--- config.mk ---
export PLATFORM = sky130hd
export DESIGN_NAME = nfc_bus_ctrl
export DESIGN_NICKNAME = d
export VERILOG_FILES = /design/src/rtl/nfc_pkg.sv /design/src/rtl/nfc_rb_sync.sv /design/src/rtl/nfc_strobe_engine.sv /design/src/rtl/nfc_regfile.sv /design/src/rtl/nfc_bus_ctrl.sv
export SDC_FILE = /design/constraint.sdc
export NUM_CORES = 1
export LEC_CHECK = 0
export BUFFER_PORTS_ARGS = -buffer_cell sky130_fd_sc_hd__buf_2
export CAP_MARGIN = 20
export CORE_MARGIN = 3
export CORE_UTILIZATION = 46
export DETAILED_ROUTE_END_ITERATION = 12
export HOLD_SLACK_MARGIN = 0.08
export PLACE_DENSITY = 0.8
export SYNTH_ARGS = -nofsm -noshare
export SYNTH_HDL_FRONTEND = slang
export SYNTH_HIERARCHICAL = 1
export SYNTH_SLANG_ARGS = --single-unit
export TNS_END_PERCENT = 20
--- constraint.sdc ---
create_clock -name clk -period 2.58 [get_ports clk]
set_input_delay 0.387 -clock clk [delete_from_list [all_inputs] [get_ports clk]]
set_output_delay 0.387 -clock clk [all_outputs]
set_load 0.05 [all_outputs]
--- src/rtl/nfc_pkg.sv ---
`timescale 1ns/1ps
package nfc_pkg;
    localparam int REG_IDX_W = 3;
    localparam int ADDR_W    = REG_IDX_W + 2;

    localparam logic [REG_IDX_W-1:0] IDX_DATA = 3'd0;
    localparam logic [REG_IDX_W-1:0] IDX_MODE = 3'd1;
    localparam logic [REG_IDX_W-1:0] IDX_STAT = 3'd2;
    localparam logic [REG_IDX_W-1:0] IDX_TIME = 3'd5;
    localparam logic [REG_IDX_W-1:0] IDX_RST  = 3'd6;

    typedef enum logic [1:0] {
        PH_IDLE,
        PH_STROBE,
        PH_HOLD
    } phase_e;

    typedef struct packed {
        logic       wen;
        logic       ce;
        logic [1:0] cs;
        logic       ale;
        logic       cle;
    } mode_t;
endpackage

--- src/rtl/nfc_rb_sync.sv ---
`timescale 1ns/1ps
module nfc_rb_sync #(
    parameter int STAGES = 2
) (
    input  logic clk,
    input  logic rst_n,
    input  logic async_in,
    output logic sync_out
);
    logic [STAGES-1:0] chain_d, chain_q;

    always_comb begin
        chain_d = {chain_q[STAGES-2:0], async_in};
    end

    always_ff @(posedge clk or negedge rst_n) begin
        if (!rst_n) chain_q <= '1;
        else        chain_q <= chain_d;
    end

    assign sync_out = chain_q[STAGES-1];
endmodule

--- src/rtl/nfc_strobe_engine.sv ---
`timescale 1ns/1ps
module nfc_strobe_engine
    import nfc_pkg::*;
#(
    parameter int CNT_W = 4,
    parameter int DQ_W  = 8
) (
    input  logic             clk,
    input  logic             rst_n,
    input  logic             start,
    input  logic             is_read,
    input  logic [DQ_W-1:0]  wbyte,
    input  logic [CNT_W-1:0] spw,
    input  logic [CNT_W-1:0] hold,
    input  logic [DQ_W-1:0]  dq_in,
    output logic             busy,
    output logic             we_n,
    output logic             re_n,
    output logic [DQ_W-1:0]  dq_out,
    output logic             dq_oe,
    output logic [DQ_W-1:0]  rd_byte
);
    localparam int CW = CNT_W + 1;

    typedef struct packed {
        phase_e          phase;
        logic [CW-1:0]   cnt;
        logic            rd;
        logic [DQ_W-1:0] dq;
        logic [DQ_W-1:0] cap;
    } eng_t;

    eng_t st_d, st_q;

    always_comb begin
        st_d = st_q;
        case (st_q.phase)
            PH_IDLE: begin
                if (start) begin
                    st_d.phase = PH_STROBE;
                    st_d.cnt   = {1'b0, spw};
                    st_d.rd    = is_read;
                    st_d.dq    = wbyte;
                end
            end
            PH_STROBE: begin
                if (st_q.cnt == '0) begin
                    st_d.phase = PH_HOLD;
                    st_d.cnt   = {1'b0, hold} + CW'(1);
                    if (st_q.rd) st_d.cap = dq_in;
                end else begin
                    st_d.cnt = st_q.cnt - CW'(1);
                end
            end
            PH_HOLD: begin
                if (st_q.cnt == '0) st_d.phase = PH_IDLE;
                else                st_d.cnt   = st_q.cnt - CW'(1);
            end
            default: st_d.phase = PH_IDLE;
        endcase
    end

    always_ff @(posedge clk or negedge rst_n) begin
        if (!rst_n) begin
            st_q.phase <= PH_IDLE;
            st_q.cnt   <= '0;
            st_q.rd    <= 1'b0;
            st_q.dq    <= '0;
            st_q.cap   <= '0;
        end else begin
            st_q <= st_d;
        end
    end

    assign busy    = (st_q.phase != PH_IDLE);
    assign we_n    = !((st_q.phase == PH_STROBE) && !st_q.rd);
    assign re_n    = !((st_q.phase == PH_STROBE) && st_q.rd);
    assign dq_oe   = busy && !st_q.rd;
    assign dq_out  = st_q.dq;
    assign rd_byte = st_q.cap;
endmodule

--- src/rtl/nfc_regfile.sv ---
`timescale 1ns/1ps
module nfc_regfile
    import nfc_pkg::*;
#(
    parameter int              DATA_W     = 32,
    parameter int              DQ_W       = 8,
    parameter int              CNT_W      = 4,
    parameter int              RST_CYCLES = 3,
    parameter logic [CNT_W-1:0] DEF_SPW   = 4'd3,
    parameter logic [CNT_W-1:0] DEF_HOLD  = 4'd2
) (
    input  logic              clk,
    input  logic              rst_n,
    input  logic              req,
    input  logic              wr,
    input  logic [ADDR_W-1:0] addr,
    input  logic [DATA_W-1:0] wdata,
    output logic              ready,
    output logic [DATA_W-1:0] rdata,
    input  logic              eng_busy,
    input  logic [DQ_W-1:0]   rd_byte,
    input  logic              flash_busy,
    output logic              eng_start,
    output logic              eng_read,
    output logic [DQ_W-1:0]   eng_byte,
    output mode_t             mode,
    output logic [CNT_W-1:0]  spw,
    output logic [CNT_W-1:0]  hold,
    output logic              rst_active
);
    localparam int RC_W = $clog2(RST_CYCLES + 1);

    typedef struct packed {
        mode_t            mode;
        logic [CNT_W-1:0] spw;
        logic [CNT_W-1:0] hold;
        logic             rst_act;
        logic [RC_W-1:0]  rst_cnt;
        logic             rd_pend;
    } regs_t;

    regs_t r_d, r_q;
    logic [REG_IDX_W-1:0] idx;
    logic                 sel_rst;
    logic                 unused_bits;

    assign idx         = addr[ADDR_W-1:2];
    assign sel_rst     = (idx == IDX_RST);
    assign unused_bits = ^{addr[1:0], wdata[DATA_W-1:8]};

    always_comb begin
        r_d       = r_q;
        ready     = 1'b0;
        rdata     = '0;
        eng_start = 1'b0;
        eng_read  = 1'b0;

        if (r_q.rst_act) begin
            if (r_q.rst_cnt == '0) r_d.rst_act = 1'b0;
            else                   r_d.rst_cnt = r_q.rst_cnt - RC_W'(1);
        end

        if (req && !eng_busy && (!r_q.rst_act || sel_rst)) begin
            if (r_q.rd_pend) begin
                ready          = 1'b1;
                rdata[DQ_W-1:0] = rd_byte;
                r_d.rd_pend    = 1'b0;
            end else begin
                case (idx)
                    IDX_DATA: begin
                        if (wr) begin
                            ready     = 1'b1;
                            eng_start = r_q.mode.wen;
                        end else begin
                            eng_start   = 1'b1;
                            eng_read    = 1'b1;
                            r_d.rd_pend = 1'b1;
                        end
                    end
                    IDX_MODE: begin
                        ready    = 1'b1;
                        rdata[7] = r_q.mode.wen;
                        rdata[4] = r_q.mode.ce;
                        rdata[3:2] = r_q.mode.cs;
                        rdata[1] = r_q.mode.ale;
                        rdata[0] = r_q.mode.cle;
                        if (wr) begin
                            r_d.mode.wen = wdata[7];
                            r_d.mode.ce  = wdata[4];
                            r_d.mode.cs  = wdata[3:2];
                            r_d.mode.ale = wdata[1];
                            r_d.mode.cle = wdata[0];
                        end
                    end
                    IDX_STAT: begin
                        ready    = 1'b1;
                        rdata[7] = flash_busy;
                    end
                    IDX_TIME: begin
                        ready = 1'b1;
                        rdata[2*CNT_W-1:0] = {r_q.hold, r_q.spw};
                        if (wr) begin
                            r_d.hold = wdata[2*CNT_W-1:CNT_W];
                            r_d.spw  = wdata[CNT_W-1:0];
                        end
                    end
                    IDX_RST: begin
                        ready    = 1'b1;
                        rdata[0] = r_q.rst_act;
                        if (wr && wdata[0]) begin
                            r_d.rst_act = 1'b1;
                            r_d.rst_cnt = RC_W'(RST_CYCLES - 1);
                            r_d.mode    = '0;
                            r_d.spw     = DEF_SPW;
                            r_d.hold    = DEF_HOLD;
                        end
                    end
                    default: ready = 1'b1;
                endcase
            end
        end
    end

    always_ff @(posedge clk or negedge rst_n) begin
        if (!rst_n) begin
            r_q.mode    <= '0;
            r_q.spw     <= DEF_SPW;
            r_q.hold    <= DEF_HOLD;
            r_q.rst_act <= 1'b0;
            r_q.rst_cnt <= '0;
            r_q.rd_pend <= 1'b0;
        end else begin
            r_q <= r_d;
        end
    end

    assign eng_byte   = wdata[DQ_W-1:0];
    assign mode       = r_q.mode;
    assign spw        = r_q.spw;
    assign hold       = r_q.hold;
    assign rst_active = r_q.rst_act;
endmodule

--- src/rtl/nfc_bus_ctrl.sv ---
`timescale 1ns/1ps
module nfc_bus_ctrl
    import nfc_pkg::*;
#(
    parameter int               DATA_W      = 32,
    parameter int               DQ_W        = 8,
    parameter int               CNT_W       = 4,
    parameter int               RST_CYCLES  = 3,
    parameter int               SYNC_STAGES = 2,
    parameter logic [CNT_W-1:0] DEF_SPW     = 4'd3,
    parameter logic [CNT_W-1:0] DEF_HOLD    = 4'd2
) (
    input  logic              clk,
    input  logic              rst_n,
    input  logic              bus_req,
    input  logic              bus_wr,
    input  logic [ADDR_W-1:0] bus_addr,
    input  logic [DATA_W-1:0] bus_wdata,
    output logic              bus_ready,
    output logic [DATA_W-1:0] bus_rdata,
    output logic              nand_ce_n,
    output logic              nand_cle,
    output logic              nand_ale,
    output logic              nand_we_n,
    output logic              nand_re_n,
    output logic [1:0]        nand_cs,
    output logic [DQ_W-1:0]   nand_dq_out,
    output logic              nand_dq_oe,
    input  logic [DQ_W-1:0]   nand_dq_in,
    input  logic              nand_rb_n
);
    logic             eng_busy, eng_start, eng_read;
    logic [DQ_W-1:0]  rd_byte, eng_byte;
    logic [CNT_W-1:0] spw, hold;
    logic             rb_sync, rst_active;
    mode_t            mode;

    nfc_rb_sync #(.STAGES(SYNC_STAGES)) i_rb_sync (
        .clk      (clk),
        .rst_n    (rst_n),
        .async_in (nand_rb_n),
        .sync_out (rb_sync)
    );

    nfc_regfile #(
        .DATA_W(DATA_W), .DQ_W(DQ_W), .CNT_W(CNT_W), .RST_CYCLES(RST_CYCLES),
        .DEF_SPW(DEF_SPW), .DEF_HOLD(DEF_HOLD)
    ) i_regfile (
        .clk        (clk),
        .rst_n      (rst_n),
        .req        (bus_req),
        .wr         (bus_wr),
        .addr       (bus_addr),
        .wdata      (bus_wdata),
        .ready      (bus_ready),
        .rdata      (bus_rdata),
        .eng_busy   (eng_busy),
        .rd_byte    (rd_byte),
        .flash_busy (!rb_sync),
        .eng_start  (eng_start),
        .eng_read   (eng_read),
        .eng_byte   (eng_byte),
        .mode       (mode),
        .spw        (spw),
        .hold       (hold),
        .rst_active (rst_active)
    );

    nfc_strobe_engine #(.CNT_W(CNT_W), .DQ_W(DQ_W)) i_engine (
        .clk     (clk),
        .rst_n   (rst_n),
        .start   (eng_start),
        .is_read (eng_read),
        .wbyte   (eng_byte),
        .spw     (spw),
        .hold    (hold),
        .dq_in   (nand_dq_in),
        .busy    (eng_busy),
        .we_n    (nand_we_n),
        .re_n    (nand_re_n),
        .dq_out  (nand_dq_out),
        .dq_oe   (nand_dq_oe),
        .rd_byte (rd_byte)
    );

    assign nand_ce_n = !mode.ce;
    assign nand_cle  = mode.cle;
    assign nand_ale  = mode.ale;
    assign nand_cs   = mode.cs;
endmodule

Word-level counts from Yosys, hierarchy flattened. Index checks and enable logic that the tools add are counted.

Add/subtract/negate cells: 3. Eq/ne operators: 13. Muxes and demuxes: 36. Bitwise operators: 1. Reduce and logical (&&, ||, !) cells: 28.

Operator list (count): $mux W8 (3); $mux W17 (1); $mux W16 (1); $pmux W8 S2 (1); $pmux W5 S3 (1); $mux W1 (13); $pmux W6 S2 (1); $mux W5 (2); $ne A2 B2 Y1 const B (5); $reduce_and A5 Y1 (2); $mux W3 (3); $reduce_and A3 Y1 (3); $mux W2 (4); $pmux W4 S2 (1); $logic_not A1 Y1 (7); $eq A3 B3 Y1 const B (2); $logic_and A1 B1 Y1 (6); $mux W6 (1); $pmux W1 S3 (2); $pmux W2 S3 (1); $reduce_bool A2 Y1 (3); $add A4 B1 Y5 const B (1); $logic_not A5 Y1 (1); $sub A5 B1 Y5 const B (1); 13 further kinds (15).

Flip-flop bits (word level): 44. Input port bits: 50. Output and inout bits: 49. Word-level logic and storage cells: 97.

Longest topological paths before layout.
Depth after elaboration: 7. Depth in mapped cells: 11. Mapped depth without buffers: 10.

Cells and area by module. Netlist, hierarchy kept.

By module, submodules not included: nfc_regfile (instances 1, cells each 154, area an instance 1435.1 sq um, sequential area each 454.2 sq um); nfc_strobe_engine (instances 1, cells each 121, area an instance 1363.8 sq um, sequential area each 600.6 sq um); nfc_rb_sync (instances 1, cells each 2, area an instance 52.6 sq um, sequential area each 52.6 sq um); nfc_bus_ctrl (instances 1, cells each 2, area an instance 7.5 sq um, sequential area each 0.0 sq um).

Worst setup path after synthesis. OpenSTA, ideal clock, no wires.

Path type: register -> output. From: register i_engine/st_q[22] (netlist name). To: output bus_rdata[7]. Arrival: 2383 ps. Data required time: 2193 ps. Path slack: -190 ps. Stages on the path, launching flop included: 8. Buffers on the path: 1. Cell sequence: dfrtp_1 -> inv_1 -> ha_1 -> inv_1 -> nor2b_1 -> o21ai_4 -> clkbuf_1 -> nor3b_1.

Cells in the longest elaborated chain, start to end: 5.

Ends and longest elaborated chain: from (decl) (line nfc_strobe_engine.sv:33) `eng_t st_d, st_q;`; from (signal assigned) (line nfc_strobe_engine.sv:71) `st_q <= st_d;`; $reduce_bool A2 Y1 (line nfc_strobe_engine.sv:75) `assign busy = (st_q.phase != PH_IDLE);`; named net eng_busy (line nfc_bus_ctrl.sv:32) `logic eng_busy, eng_start, eng_read;`; $logic_not A1 Y1 (line nfc_regfile.sv:63) `if (req && !eng_busy && (!r_q.rst_act || sel_rst)) begin`; $logic_and A1 B1 Y1 (2 in series) (line nfc_regfile.sv:63); $mux W8 (line nfc_regfile.sv:63); to (decl) (line nfc_bus_ctrl.sv:20) `output logic [DATA_W-1:0] bus_rdata,`.

The timed path passes the listed nets, and every way through them passes these cells.

Worst setup path after layout.
From: register i_engine/st_q[22] (netlist name). To: output bus_rdata[0].

The elaborated chain is that of the path after synthesis.

==> impl_metrics.env <==
export IMPL_rr_worst_depth=11
export IMPL_clock_latency_ps=300
export IMPL_ctsHtreeMaxLevel=2
export IMPL_crit_fanout=14
export IMPL_route_detailed_drc=0
export IMPL_period_share=0.9460
export IMPL_rows=28
export IMPL_setup_viol_count_final=0
export IMPL_numPortBuffers=48
export IMPL_drt_iter0_markers=83
export IMPL_tightest_slew_ps=971.2
export IMPL_crit_end="bus_rdata[0]"
export IMPL_die_area_sq_um=7179
export IMPL_drv_slew=0
export IMPL_dr_pass1_iters=5
export IMPL_grt_pass1_wl_um=9377
export IMPL_rsz0062_at_grt="false"
export IMPL_power_frac_seq=0.353
export IMPL_power_switching_mw=1.471
export IMPL_status="complete, no violations"
export IMPL_postCtsSetupBuffers=0
export IMPL_cp_required_ps=2190
export IMPL_clock_power_share=0.134
export IMPL_internal_power_mw=1.671
export IMPL_start_util=0.4788
export IMPL_wl_per_cell_um=14.63
export IMPL_ys_warn_count=6
export IMPL_r2r_start="i_engine/st_q[22]"
export IMPL_r2r_slack_ps=270
export IMPL_power_frac_comb=0.513
export IMPL_viasPerCell=5.153
export IMPL_rr_endpoint="i_engine/st_q[17]"
export IMPL_core_area_sq_um=5956
export IMPL_cts_made_buffers=5
export IMPL_power_density_nw_per_um2=1069
export IMPL_p_leak_nw=1.428
export IMPL_syn_inst=278
export IMPL_grt_util_all_layers=0.1637
export IMPL_io_pins=99
export IMPL_clock_sinks=44
export IMPL_hold_buffers=0
export IMPL_startpoint="i_engine/st_q[22]"
export IMPL_hp_class="input port to flip-flop"
export IMPL_die_w_um=84.73
export IMPL_antenna_found_initial=0
export IMPL_ir_drop_v=0.0007169
export IMPL_drive_gt1_frac=0.3805
export IMPL_avgSynthCellArea_sq_um=10.26
export IMPL_layout_commonest_cell="buf_2"
export IMPL_wl_um=5443
export IMPL_cts_root_buf="clkbuf_8"
export IMPL_fin_crit_ps=2441
export IMPL_holdCritStartpoint="nand_rb_n"
export IMPL_fmax_ghz=0.4097
export IMPL_cts_tree="done"
export IMPL_overflow=0
export IMPL_clk_pin_slew_ps=80
export IMPL_antennaDiodeCount=0
export IMPL_switching_share=0.4682
export IMPL_first_global_vias=1982
export IMPL_skew_ps=11.10
export IMPL_cp_data_arrival_time_ps=2050
export IMPL_vias=1917
export IMPL_mostFrequentLayoutCells="46 x buf_2, 39 x dfrtp_1, 34 x mux2_2, 24 x conb_1"
export IMPL_dp_hpwl_um=4133
export IMPL_end_kind="primary output"
export IMPL_die_h_um=84.73
export IMPL_netlist_area_sq_um=2851
export IMPL_critPathLaunchType="flip-flop"
export IMPL_ant_nets=0
export IMPL_max_slew_margin=0.3525
export IMPL_totalPowerFinal_mw=3.142
export IMPL_nets=352
export IMPL_area_growth_pct=3.028
export IMPL_clk_path_buf_depth=2
export IMPL_critPathKind="flip-flop to primary output"
export IMPL_gp_congestion=0.8438
export IMPL_holdWs_ps=188.2
export IMPL_hold_violations=0
export IMPL_drv_cap=0
export IMPL_grt_max_degree=45
## how the worst min path moves through the flow
| stage | endpoint | depth (start not counted) |
|---|---|---|
| after global routing | i_rb_sync/chain_q[0] | 1 |
| after global placement | i_rb_sync/chain_q[1] | 0 |
| after floorplan | i_engine/dq_out[0] | 0 |
| after CTS | i_rb_sync/chain_q[0] | 1 |
| after detailed placement | i_rb_sync/chain_q[1] | 0 |
| final | i_rb_sync/chain_q[0] | 1 |
## sequential cells by signal (all words and copies together) (netlist names)
name and flops:
i_engine/rd_byte 8, i_regfile/r_q 3, i_rb_sync/chain_q 2, i_engine/st_q 8, i_regfile/rst_active 1, i_regfile/hold 4, i_engine/dq_out 8, i_regfile/mode 6
i_regfile/spw 4
## stage by stage
stage	instance area (sq um)	setup TNS (ps)	utilization	setup slack (ps)	std cells
after floorplan	2943	-138.6	-	-138.6	301
after global placement	2848	0	0.4782	289.4	364
after global routing	2938	0	0.4933	13.93	372
final	2938	0	0.4933	139.2	372
after detailed placement	2848	0	0.4782	277.3	364
after CTS	2933	0	0.4924	107.2	372
## worst max-delay path, cell delays in order, from the launching register on
cell	delay, ps
dfrtp_1	420
inv_1	100
ha_1	220
inv_1	80
nor2b_1	210
o21ai_4	90
buf_4	200
nor3_1	210
buf_4	230
## power by group through the flow
stage / logic, mW / clock network (mW) / registers, mW
after detailed placement: 1.61 / 0 / 1.12
final: 1.61 / 0.421 / 1.11
after global routing: 1.72 / 0.480 / 1.14
after global placement: 1.57 / 0 / 1.11
after CTS: 1.61 / 0.441 / 1.11
after floorplan: 1.54 / 0 / 1.05
## area by class of cell
type                            instances  area [sq um]
Fill cell                             566          3018
Multi-Input combinational cell        176          1301
Sequential cell                        44          1107
Timing Repair Buffer                   55         297.8
Tap cell                               75         93.84
Clock buffer                            6         72.57
Inverter                               14         52.55
Clock inverter                          2         12.51
## metal layers
metal,wire length [um],GRT usage,part of all wire,vias to the layer above
li1,-,-,-,907
met1,2281,0.2026,0.42,941
met2,2790,0.2747,0.51,57
met3,268,0.03729,0.049,12
met4,102,0.06763,0.019,0
met5,0,0,0,-
## repair_timing
item                                   CTS  global route
setup endpoints to repair                0             2
endpoints found under the hold margin    0             0
gates resized for setup                  0             3
Power figures use the tool's default switching activity.
